--- src/rtl/spim_pkg.sv ---
package spim_pkg;

  localparam int unsigned SPIM_MIN_BITS = 4;

  typedef enum logic [1:0] {
    ST_IDLE  = 2'd0,
    ST_SHIFT = 2'd1,
    ST_TRAIL = 2'd2
  } spim_state_e;

endpackage

--- src/rtl/spim_fifo.sv ---
module spim_fifo #(
  parameter int unsigned WIDTH = 16,
  parameter int unsigned DEPTH = 8
) (
  input  logic             clk,
  input  logic             rst_n,
  input  logic             push,
  input  logic [WIDTH-1:0] push_data,
  input  logic             pop,
  output logic [WIDTH-1:0] pop_data,
  output logic             full,
  output logic             empty
);

  localparam int unsigned AW = (DEPTH > 1) ? $clog2(DEPTH) : 1;
  localparam int unsigned CW = $clog2(DEPTH + 1);

  logic [WIDTH-1:0] mem_q [DEPTH];
  logic [AW-1:0]    wr_q, wr_d, rd_q, rd_d;
  logic [CW-1:0]    cnt_q, cnt_d;
  logic             do_push, do_pop;

  assign full    = (cnt_q == CW'(DEPTH));
  assign empty   = (cnt_q == '0);
  assign do_push = push & ~full;
  assign do_pop  = pop & ~empty;

  always_comb begin
    wr_d  = wr_q;
    rd_d  = rd_q;
    cnt_d = cnt_q;
    if (do_push) wr_d = (wr_q == AW'(DEPTH - 1)) ? '0 : wr_q + 1'b1;
    if (do_pop)  rd_d = (rd_q == AW'(DEPTH - 1)) ? '0 : rd_q + 1'b1;
    if (do_push && !do_pop) cnt_d = cnt_q + 1'b1;
    else if (do_pop && !do_push) cnt_d = cnt_q - 1'b1;
  end

  always_ff @(posedge clk or negedge rst_n) begin
    if (!rst_n) begin
      wr_q  <= '0;
      rd_q  <= '0;
      cnt_q <= '0;
    end else begin
      wr_q  <= wr_d;
      rd_q  <= rd_d;
      cnt_q <= cnt_d;
    end
  end

  always_ff @(posedge clk) begin
    if (do_push) mem_q[wr_q] <= push_data;
  end

  assign pop_data = mem_q[rd_q];

  AST_NO_OVERFLOW: assert property (@(posedge clk) disable iff (!rst_n)
    (push && full && !pop) |=> (cnt_q == CW'(DEPTH)));
  AST_NO_UNDERFLOW: assert property (@(posedge clk) disable iff (!rst_n)
    (pop && empty && !push) |=> (cnt_q == '0));

endmodule

--- src/rtl/spim_engine.sv ---
module spim_engine
  import spim_pkg::*;
#(
  parameter int unsigned PRE_W    = 8,
  parameter int unsigned MAX_BITS = 16
) (
  input  logic                          clk,
  input  logic                          rst_n,
  input  logic [PRE_W-1:0]              cfg_prescale,
  input  logic                          cfg_cpol,
  input  logic                          cfg_cpha,
  input  logic                          cfg_lsb_first,
  input  logic [$clog2(MAX_BITS+1)-1:0] cfg_frame_len,
  input  logic                          start_ok,
  input  logic [MAX_BITS-1:0]           tx_word,
  output logic                          tx_pop,
  output logic [MAX_BITS-1:0]           rx_word,
  output logic                          rx_push,
  output logic                          sclk,
  output logic                          mosi,
  input  logic                          miso,
  output logic                          frame_active
);

  localparam int unsigned LW = $clog2(MAX_BITS + 1);
  localparam int unsigned EW = LW + 1;
  localparam int unsigned IW = $clog2(MAX_BITS);

  spim_state_e         state_q, state_d;
  logic [PRE_W-1:0]    hcnt_q, hcnt_d, pre_q, pre_d;
  logic [EW-1:0]       ecnt_q, ecnt_d;
  logic [LW-1:0]       len_q, len_d;
  logic                cpha_q, cpha_d, cpol_q, cpol_d, lsb_q, lsb_d;
  logic                sclk_q, sclk_d;
  logic [MAX_BITS-1:0] txf_q, txf_d, rxf_q, rxf_d;

  logic                tick, last_edge, sample_edge;
  logic [EW-1:0]       out_cnt;
  logic [LW-1:0]       out_idx, smp_idx, out_full, smp_full;
  logic [IW-1:0]       out_pos, smp_pos;

  assign tick        = (hcnt_q == pre_q);
  assign last_edge   = (ecnt_q == (EW'(len_q) << 1) - 1'b1);
  assign sample_edge = (ecnt_q[0] == cpha_q);

  // bit index on the line: with late phase, the first leaving edge launches bit 0
  always_comb begin
    out_cnt = (cpha_q && ecnt_q != '0) ? ecnt_q - 1'b1 : ecnt_q;
    out_idx = LW'(out_cnt >> 1);
    if (out_idx >= len_q) out_idx = len_q - 1'b1;
    smp_idx  = LW'(ecnt_q >> 1);
    out_full = lsb_q ? out_idx : len_q - 1'b1 - out_idx;
    smp_full = lsb_q ? smp_idx : len_q - 1'b1 - smp_idx;
    out_pos  = IW'(out_full);
    smp_pos  = IW'(smp_full);
  end

  always_comb begin
    state_d = state_q;
    hcnt_d  = hcnt_q;
    pre_d   = pre_q;
    ecnt_d  = ecnt_q;
    len_d   = len_q;
    cpha_d  = cpha_q;
    cpol_d  = cpol_q;
    lsb_d   = lsb_q;
    sclk_d  = sclk_q;
    txf_d   = txf_q;
    rxf_d   = rxf_q;
    tx_pop  = 1'b0;
    rx_push = 1'b0;
    unique case (state_q)
      ST_IDLE: begin
        sclk_d = cfg_cpol;
        hcnt_d = '0;
        if (start_ok) begin
          state_d = ST_SHIFT;
          tx_pop  = 1'b1;
          txf_d   = tx_word;
          rxf_d   = '0;
          ecnt_d  = '0;
          pre_d   = cfg_prescale;
          cpha_d  = cfg_cpha;
          cpol_d  = cfg_cpol;
          lsb_d   = cfg_lsb_first;
          if (cfg_frame_len < LW'(SPIM_MIN_BITS))  len_d = LW'(SPIM_MIN_BITS);
          else if (cfg_frame_len > LW'(MAX_BITS))  len_d = LW'(MAX_BITS);
          else                                     len_d = cfg_frame_len;
        end
      end
      ST_SHIFT: begin
        if (tick) begin
          hcnt_d = '0;
          sclk_d = ~sclk_q;
          ecnt_d = ecnt_q + 1'b1;
          if (sample_edge) rxf_d[smp_pos] = miso;
          if (last_edge) state_d = ST_TRAIL;
        end else begin
          hcnt_d = hcnt_q + 1'b1;
        end
      end
      ST_TRAIL: begin
        if (tick) begin
          hcnt_d  = '0;
          state_d = ST_IDLE;
          rx_push = 1'b1;
        end else begin
          hcnt_d = hcnt_q + 1'b1;
        end
      end
      default: state_d = ST_IDLE;
    endcase
  end

  always_ff @(posedge clk or negedge rst_n) begin
    if (!rst_n) begin
      state_q <= ST_IDLE;
      hcnt_q  <= '0;
      pre_q   <= '0;
      ecnt_q  <= '0;
      len_q   <= LW'(SPIM_MIN_BITS);
      cpha_q  <= 1'b0;
      cpol_q  <= 1'b0;
      lsb_q   <= 1'b0;
      sclk_q  <= 1'b0;
      txf_q   <= '0;
      rxf_q   <= '0;
    end else begin
      state_q <= state_d;
      hcnt_q  <= hcnt_d;
      pre_q   <= pre_d;
      ecnt_q  <= ecnt_d;
      len_q   <= len_d;
      cpha_q  <= cpha_d;
      cpol_q  <= cpol_d;
      lsb_q   <= lsb_d;
      sclk_q  <= sclk_d;
      txf_q   <= txf_d;
      rxf_q   <= rxf_d;
    end
  end

  assign sclk         = sclk_q;
  assign mosi         = txf_q[out_pos];
  assign rx_word      = rxf_q;
  assign frame_active = (state_q != ST_IDLE);

  AST_EDGE_PACE: assert property (@(posedge clk) disable iff (!rst_n)
    ($past(state_q) == ST_SHIFT && sclk_q != $past(sclk_q)) |-> $past(tick));
  AST_SCLK_PARKED: assert property (@(posedge clk) disable iff (!rst_n)
    (state_q == ST_TRAIL) |-> (sclk_q == cpol_q));
  AST_RX_ALIGNED: assert property (@(posedge clk) disable iff (!rst_n)
    rx_push |-> ((rxf_q >> len_q) == '0));

endmodule

--- src/rtl/spi_frame_master.sv ---
module spi_frame_master #(
  parameter int unsigned PRE_W      = 8,
  parameter int unsigned FIFO_DEPTH = 8,
  parameter int unsigned MAX_BITS   = 16
) (
  input  logic                          clk,
  input  logic                          rst_n,
  input  logic [PRE_W-1:0]              cfg_prescale,
  input  logic                          cfg_cpol,
  input  logic                          cfg_cpha,
  input  logic                          cfg_lsb_first,
  input  logic [$clog2(MAX_BITS+1)-1:0] cfg_frame_len,
  input  logic                          cfg_sw_cs,
  input  logic                          cfg_sw_sel,
  input  logic                          cfg_tx_ie,
  input  logic                          cfg_rx_ie,
  input  logic                          tx_wr,
  input  logic [MAX_BITS-1:0]           tx_data,
  output logic                          tx_room,
  input  logic                          rx_rd,
  output logic [MAX_BITS-1:0]           rx_data,
  output logic                          rx_avail,
  output logic                          irq_tx,
  output logic                          irq_rx,
  output logic                          busy,
  output logic                          sclk,
  output logic                          mosi,
  input  logic                          miso,
  output logic                          cs_n
);

  logic [1:0]          rst_pipe_q;
  logic                rst_s_n;
  logic                tx_full, tx_empty, rx_full, rx_empty;
  logic                tx_pop, rx_push, start_ok, frame_active;
  logic [MAX_BITS-1:0] tx_head, rx_word;

  // asynchronous assertion, synchronous release
  always_ff @(posedge clk or negedge rst_n) begin
    if (!rst_n) rst_pipe_q <= '0;
    else        rst_pipe_q <= {rst_pipe_q[0], 1'b1};
  end
  assign rst_s_n = rst_pipe_q[1];

  spim_fifo #(.WIDTH(MAX_BITS), .DEPTH(FIFO_DEPTH)) u_tx_fifo (
    .clk(clk), .rst_n(rst_s_n),
    .push(tx_wr), .push_data(tx_data),
    .pop(tx_pop), .pop_data(tx_head),
    .full(tx_full), .empty(tx_empty)
  );

  spim_fifo #(.WIDTH(MAX_BITS), .DEPTH(FIFO_DEPTH)) u_rx_fifo (
    .clk(clk), .rst_n(rst_s_n),
    .push(rx_push), .push_data(rx_word),
    .pop(rx_rd), .pop_data(rx_data),
    .full(rx_full), .empty(rx_empty)
  );

  assign start_ok = ~tx_empty & ~rx_full;

  spim_engine #(.PRE_W(PRE_W), .MAX_BITS(MAX_BITS)) u_engine (
    .clk(clk), .rst_n(rst_s_n),
    .cfg_prescale(cfg_prescale), .cfg_cpol(cfg_cpol), .cfg_cpha(cfg_cpha),
    .cfg_lsb_first(cfg_lsb_first), .cfg_frame_len(cfg_frame_len),
    .start_ok(start_ok), .tx_word(tx_head), .tx_pop(tx_pop),
    .rx_word(rx_word), .rx_push(rx_push),
    .sclk(sclk), .mosi(mosi), .miso(miso), .frame_active(frame_active)
  );

  assign busy     = frame_active;
  assign tx_room  = ~tx_full;
  assign rx_avail = ~rx_empty;
  assign irq_tx   = tx_room & cfg_tx_ie;
  assign irq_rx   = rx_avail & cfg_rx_ie;
  assign cs_n     = cfg_sw_cs ? ~cfg_sw_sel : ~frame_active;

  AST_START_GATED: assert property (@(posedge clk) disable iff (!rst_s_n)
    $rose(busy) |-> $past(!tx_empty && !rx_full));
  AST_PUSH_HAS_SPACE: assert property (@(posedge clk) disable iff (!rst_s_n)
    rx_push |-> !rx_full);

endmodule

--- config.mk ---
export PLATFORM = sky130hd
export DESIGN_NAME = spi_frame_master
export DESIGN_NICKNAME = d
export VERILOG_FILES = /design/src/rtl/spim_pkg.sv /design/src/rtl/spim_fifo.sv /design/src/rtl/spim_engine.sv /design/src/rtl/spi_frame_master.sv
export SDC_FILE = /design/constraint.sdc
export NUM_CORES = 1
export LEC_CHECK = 0
export ABC_AREA = 1
export BUFFER_PORTS_ARGS = -buffer_cell sky130_fd_sc_hd__buf_2
export CAP_MARGIN = 20
export CELL_PAD_IN_SITES_DETAIL_PLACEMENT = 1
export CELL_PAD_IN_SITES_GLOBAL_PLACEMENT = 1
export CORE_UTILIZATION = 45
export DETAILED_ROUTE_END_ITERATION = 10
export PLACE_DENSITY_LB_ADDON = 0.1
export REMOVE_ABC_BUFFERS = 1
export SLEW_MARGIN = 20
export SYNTH_ARGS = -nofsm -noshare
export SYNTH_HDL_FRONTEND = slang
export SYNTH_SLANG_ARGS = --single-unit
--- constraint.sdc ---
create_clock -name clk -period 3.03 [get_ports clk]
set_input_delay 0 -clock clk [delete_from_list [all_inputs] [get_ports clk]]
set_output_delay 0 -clock clk [all_outputs]
set_load 0.005 [all_outputs]
== Word-level counts from Yosys, hierarchy flattened ==
Memories as Yosys holds them, arrays and structs flattened. A register that Yosys moved wholly into a read port is not among the register bits.
Cells that the tools add are included.

* Register bits: 70
* Latch bits: 0
* Bits in writable memories: 256
* Bits in read-only memories: 0
* Input bits: 41
* Output and inout bits: 24
* Word-level logic and storage cells: 139
* Memories: 2

{| class="wikitable"
|+ Memories
! name !! depth !! width !! rd ports !! clocked after memory_dff !! wr ports !! line !! RTL
|-
| u_rx_fifo.mem_q || 8 || 16 || 1 || 0 || 1 || spim_fifo.sv:18 || <nowiki>logic [WIDTH-1:0] mem_q [DEPTH];</nowiki>
|-
| u_tx_fifo.mem_q || 8 || 16 || 1 || 1 || 1 || spim_fifo.sv:18 ||
|}

* Add/subtract/negate cells: 15
* $mul: 0
* Div/mod/pow operators: 0
* Order comparisons: 6
* Equal/unequal tests: 16
* Shifts and indexed selects: 0
* Multiplexer cells: 44
* Bitwise logic cells: 14
* Reductions and logical operators: 26

{| class="wikitable"
|+ Operator list
! operator !! number
|-
| $mux 16 || 3
|-
| $pmux 16 s2 || 1
|-
| $mux 4 || 7
|-
| $mux 6 || 3
|-
| $bwmux 16 || 1
|-
| $pmux 8 s2 || 1
|-
| $add 3x1->3 const B || 4
|-
| $eq 3x3->1 const B || 4
|-
| $mux 1 || 12
|-
| $mux 3 || 4
|-
| $pmux 6 s2 || 1
|-
| $sub 4x1->4 const B || 3
|-
| $sub 6x1->6 const B || 2
|-
| $lt 4x5->1 const B || 2
|-
| $mux 5 || 2
|-
| $reduce_bool 2->1 || 5
|-
| $add 4x1->4 const B || 2
|-
| $add 8x1->8 const B || 1
|-
| $eq 4x4->1 const B || 2
|-
| $eq 8x8->1 || 1
|-
| $logic_not 4->1 || 2
|-
| $mux 2 || 4
|-
| $mux 8 || 1
|-
| $ne 2x1->1 const B || 4
|-
| other kinds (25) || 49
|}

== Longest topological paths before layout ==
* Depth after elaboration: 11
* Gate-level depth with buffers: 27
* Mapped depth without buffers: 27

== By module ==
Synthesis repeated with hierarchy kept, for this count alone.

* Cells, all modules: 1602
* Area, all modules: 15753.9 µm²

{| class="wikitable"
|+ By module, submodules not included
! module !! instances !! cells an instance !! area an instance (µm²) !! seq. area each (µm²)
|-
| spim_fifo || 2 || 515 || 5758.0 || 4093.9
|-
| spim_engine || 1 || 556 || 4135.2 || 1602.8
|-
| spi_frame_master || 1 || 16 || 102.6 || 50.0
|}

== Worst setup path before layout ==
No wires, ideal clock.

* Kind: register to output
* Start point: register u_engine.ecnt_q[0]
* End point: output mosi
* Arrival: 3.322 ns
* Required time: 3.030 ns
* Path slack: -0.292 ns
* Stages on the path, launching flop included: 22
* Buffers on the path: 0
* Cells stage by stage: dfrtp_1 inv_1 ha_1 nand3_2 nand2_2 inv_2 nand4_1 xnor2_1 ha_1 and3_1 a21oi_1 nand2_1 nand2_1 ha_1 inv_1 fa_1 inv_1 o21ai_1 nand3_1 nand3_1 nand3_1 nand2_1

* Longest elaborated chain between the ends: 9
* Elaborated cells on any way between the ends: 10
* Classes of those cells: add/sub: 2; order compare: 1; mux: 5; reduce/logical: 2

{| class="wikitable"
|+ RTL lines
! element !! line !! RTL
|-
| start: declaration || spim_engine.sv:31 || <nowiki>logic [EW-1:0] ecnt_q, ecnt_d;</nowiki>
|-
| start signal: assignment || spim_engine.sv:132 || <nowiki>ecnt_q <= ecnt_d;</nowiki>
|-
| branches (longest 2 deep; another with $sub 6x1->6) || - ||
|-
| $mux 6 (*) || spim_engine.sv:48 || <nowiki>out_cnt = (cpha_q && ecnt_q != '0) ? ecnt_q - 1'b1 : ecnt_q;</nowiki>
|-
| $ge 5x5->1 || spim_engine.sv:50 || <nowiki>if (out_idx >= len_q) out_idx = len_q - 1'b1;</nowiki>
|-
| $mux 4 (*) || spim_engine.sv:50 ||
|-
| $sub 4x4->4 || spim_engine.sv:52 || <nowiki>out_full = lsb_q ? out_idx : len_q - 1'b1 - out_idx;</nowiki>
|-
| $mux 4 (*) || spim_engine.sv:52 ||
|-
| $bmux 1 s4 (*) || spim_engine.sv:144 || <nowiki>assign mosi = txf_q[out_pos];</nowiki>
|-
| $mux 1 (implied by the code) (*) || spim_engine.sv:144 ||
|-
| end: declaration || spi_frame_master.sv:27 || <nowiki>output logic mosi,</nowiki>
|}

Mark *: on every way between the ends. The select of a mux whose other input is x is not followed.

== Final worst setup path ==
* Start point: register u_engine.ecnt_q[1]
* End point: output mosi

The elaborated chain is that of the path after synthesis.

==> impl_metrics.json <==
{
  "violations": "setup timing",
  "yosysWarnings": 0,
  "yosys.area_share.simple_pct": 14.6,
  "antenna_found_initial": 0,
  "switching_share_pct": 27.5,
  "grt_overflow": 0,
  "fin_crit_ps": 3990,
  "multi_input_area_mm2": 0.00491,
  "fin_skew_ps": 12.3,
  "status": "complete, but fails checks",
  "dieArea_mm2": 0.0343,
  "grt_pass1_vias": 11400,
  "postRouteAntennaNets": 0,
  "seq_power_share_pct": 45.4,
  "num-nets-final": 1609,
  "powerDensity_mw_per_mm2": 682,
  "crit_type": "flop to primary output",
  "fmax_ghz": 0.250,
  "critical-path-max-stage-delay_ps": 510,
  "numPortBuffers": 64,
  "dieWidth_um": 185,
  "core_area_mm2": 0.0328,
  "tns_ps": -964,
  "cts-buffers-inserted": 38,
  "hp-class": "primary input to flop",
  "vias_per_cell": 5.39,
  "n_antenna_cell": 0,
  "rows": 66,
  "p_sw_mw": 3.41,
  "path_common_cell": "nand2_2",
  "drtIter0Drc": 535,
  "synth_mux_area_share_pct": 0.0747,
  "setup-violations-final": 1,
  "startpoint_type": "flop",
  "ys_top_cells_by_count": "edfxtp_1, nor2_1, nand2_1",
  "cts_tree": "built",
  "synthArstFlopShare_pct": 25.1,
  "globalplace.congestion": 0.820,
  "synth_edf_count": 256,
  "tightest_slew_ps": 715,
  "crit_fanout": 5,
  "die_y_um": 185,
  "finalHoldViolCount": 0,
  "synth-seq-cells": 342,
  "start_util_pct": 46.0,
  "synth_fa_ha_area_share_pct": 3.35,
  "totalWireLength_um": 38700,
  "drc": 0,
  "clk_path_buf_depth": 3,
  "worstPathArrival_ps": 3990,
  "grt_usage_pct": 23.3,
  "synth_top_flop_cell": "edfxtp_1",
  "power.share.clock_pct": 35.3,
  "yosys.area_share.xor_xnor_pct": 1.57,
  "clk_latency_ps": 520,
  "yosysTopAreaCellShare_pct": 51.0,
  "syn2layout_area_growth_pct": 20.5,
  "fill_cells": 3500,
  "hpwl_um": 23400,
  "drv_slew": 0,
  "p_total_mw": 12.4,
  "peakVddDrop_mv": 0.555,
  "layout.area.seq_mm2": 0.00985,
  "post_drt_wl_per_cell_um": 19.4,
  "critPathCaptureType": "primary output",
  "synth_compound_area_share_pct": 11.0,
  "period_share_pct": 132,
  "htreeDepth": 2,
  "rsz0062_at_grt": "yes",
  "p_int_mw": 8.99,
  "num_vias": 10800,
  "seq_area_frac_synth_pct": 65.2,
  "cts.sinks": 342,
  "root_buffer": "clkbuf_16",
  "setup_slack_ps": -964,
  "synthCells": 1372,
  "grt_max_degree": 67,
  "path_clk_slew_ps": 60,
  "num_io_pins": 65,
  "syn_area_per_cell_um2": 11.0,
  "synth_area_mm2": 0.0151,
  "hold_slack_ps": 217,
  "grt_pass1_wl_um": 61200,
  "synth_area_leaders": "edfxtp_1, dfrtp_1, o21ai_0",
  "cp_slowest_cell": "fa_1",
  "firstDrtPassIters": 5,
  "synth_most_common_cell": "edfxtp_1",
  "drive_gt1_share_pct": 18.0,
  "cap_violations": 0,
  "max_slew_margin_pct": 52.4,
  "crit_required_ps": 3030,
  "synth_cell_type_count": 44,
  "p_leak_nw": 6.74,
  "path_cells": "inv_2 -> ha_4 -> nand3_4 -> nand2_4 -> inv_4 -> buf_6 -> o21ai_2 -> o21a_1 -> ha_1 -> and3_4 -> a21oi_4 -> nand2_2 -> nand2_2 -> ha_4 -> inv_4 -> fa_1 -> inv_2 -> o21ai_4 -> nand3_2 -> nand3_2 -> nand3b_1 -> nand2_2 -> buf_6",
  "p_comb_share_pct": 19.3,
  "synth_top_family_by_area": "simple AND/OR/NAND/NOR gates",
  "yosysTopAreaCell": "edfxtp_1"
}
layout by cell type (no fill, tap or decap), drive strengths merged, types with 2 or more instances in the layout:
| master | n |
|---|---|
| nor2 | 225 |
| inv | 94 |
| dfrtp | 85 |
| xor2 | 17 |
| clkinvlp | 2 |
| or2 | 6 |
| o221ai | 27 |
| nand4 | 8 |
| o21a | 3 |
| nand3b | 6 |
| edfxtp | 256 |
| fa | 4 |
| o31ai | 2 |
| nand2 | 179 |
| o211ai | 7 |
| ha | 34 |
| clkinv | 15 |
| xnor2 | 10 |
| a21o | 3 |
| nand3 | 79 |
| bufinv | 2 |
| clkbuf | 47 |
| a31oi | 18 |
| dlygate4sd3 | 41 |
| o21ai | 191 |
| nor3 | 13 |
| and2 | 2 |
| a21oi | 11 |
| buf | 140 |
| o22ai | 24 |
metrics by stage:
stage          instances  cell area, um^2  util (%)  worst slack [ps]
4_1_cts             2000            18000      54.9              -887
3_3_place_gp        1883            16300      49.6              -483
2_1_floorplan       1309            14800         -             -1180
3_5_place_dp        1883            16300      49.6              -625
6_report            2001            18200      55.4              -964
5_1_grt             2001            18200      55.4             -1130
flip-flops by register name, summed over array words and instances (netlist names):
signal and cells:
u_engine.state_q 2, u_engine.hcnt_q 8, u_rx_fifo.wr_q 3, u_tx_fifo.mem_q 128
u_rx_fifo.mem_q 128, u_engine.pre_q 8, u_engine.txf_q 16, u_engine.sclk 1
u_tx_fifo.wr_q 3, u_engine.lsb_q 1, u_engine.rx_word 16, u_tx_fifo.cnt_q 4
rst_pipe_q 2, u_engine.ecnt_q 6, u_rx_fifo.cnt_q 4, u_tx_fifo.rd_q 3
u_engine.len_q 5, u_engine.cpha_q 1, u_rx_fifo.rd_q 3
what timing repair did:
item | CTS | global route
gates cloned | 0 | 0
resized for setup | 26 | 36
hold endpoints to repair | 160 | 0
setup buffers | 7 | 1
hold buffers | 41 | 0
setup endpoints to repair | 1 | 12
pin swaps | 21 | 28
per-layer routing:
metal	wire (um)	GRT usage, %
met2	19700	41.6
met5	0	0
met4	618	5.62
met1	17400	29.8
met3	1020	3.05
worst max-delay path: cells and delay by family (launching register included):
| kind | cells | cell delay, ps |
|---|---|---|
| AO/OA/AOI/OAI | 4 | 620 |
| adder cells (fa/ha/maj) | 4 | 1050 |
| buffers and inverters | 6 | 470 |
| flip-flops | 1 | 390 |
| AND/OR/NAND/NOR | 9 | 910 |
power groups by stage:
stage	sequential (mW)	combinational [mW]	clock [mW]
finish	5.63	2.39	4.38
global route	5.67	2.66	4.63
CTS	5.62	2.17	4.47
detailed placement	5.71	1.93	0
global placement	5.70	1.85	0
floorplan	5.68	1.21	0
path summary, 6_finish.rpt:
| kind | cells past startpoint | slack, ps | from | to |
|---|---|---|---|---|
| max | 23 | -960 | u_engine.ecnt_q[1] | mosi |
| min | 4 | 220 | cfg_prescale[6] | u_engine.pre_q[6] |
| max reg2reg | 12 | 200 | u_engine.hcnt_q[5] | u_rx_fifo.cnt_q[3] |
| min reg2reg | 0 | 360 | rst_pipe_q[0] | rst_pipe_q[1] |
| max in group asynchronous | 1 | 1990 | rst_pipe_q[1] | u_rx_fifo.rd_q[0] |
| min in group asynchronous | 3 | 330 | rst_n | rst_pipe_q[0] |
area by class of cell:
type                            instances  share of cell area [%]
Clock buffer                           47                    5.54
Clock inverter                         22                   0.923
Inverter                               91                    1.91
Multi-Input combinational cell        876                    27.0
Sequential cell                       342                    54.2
Tap cell                              442                    3.04
Timing Repair Buffer                  181                    7.38
logic make-up after synthesis:
kind of cell / Yosys count
AOI/OAI and AO/OA: 289
xor gates and xnor gates: 27
adders and majority gates: 38
buffers and inverters: 154
DFF: 342
muxes: 1
other: 1
and+or+nand+nor: 520
No activity file was read; power rests on OpenSTA's default activity.
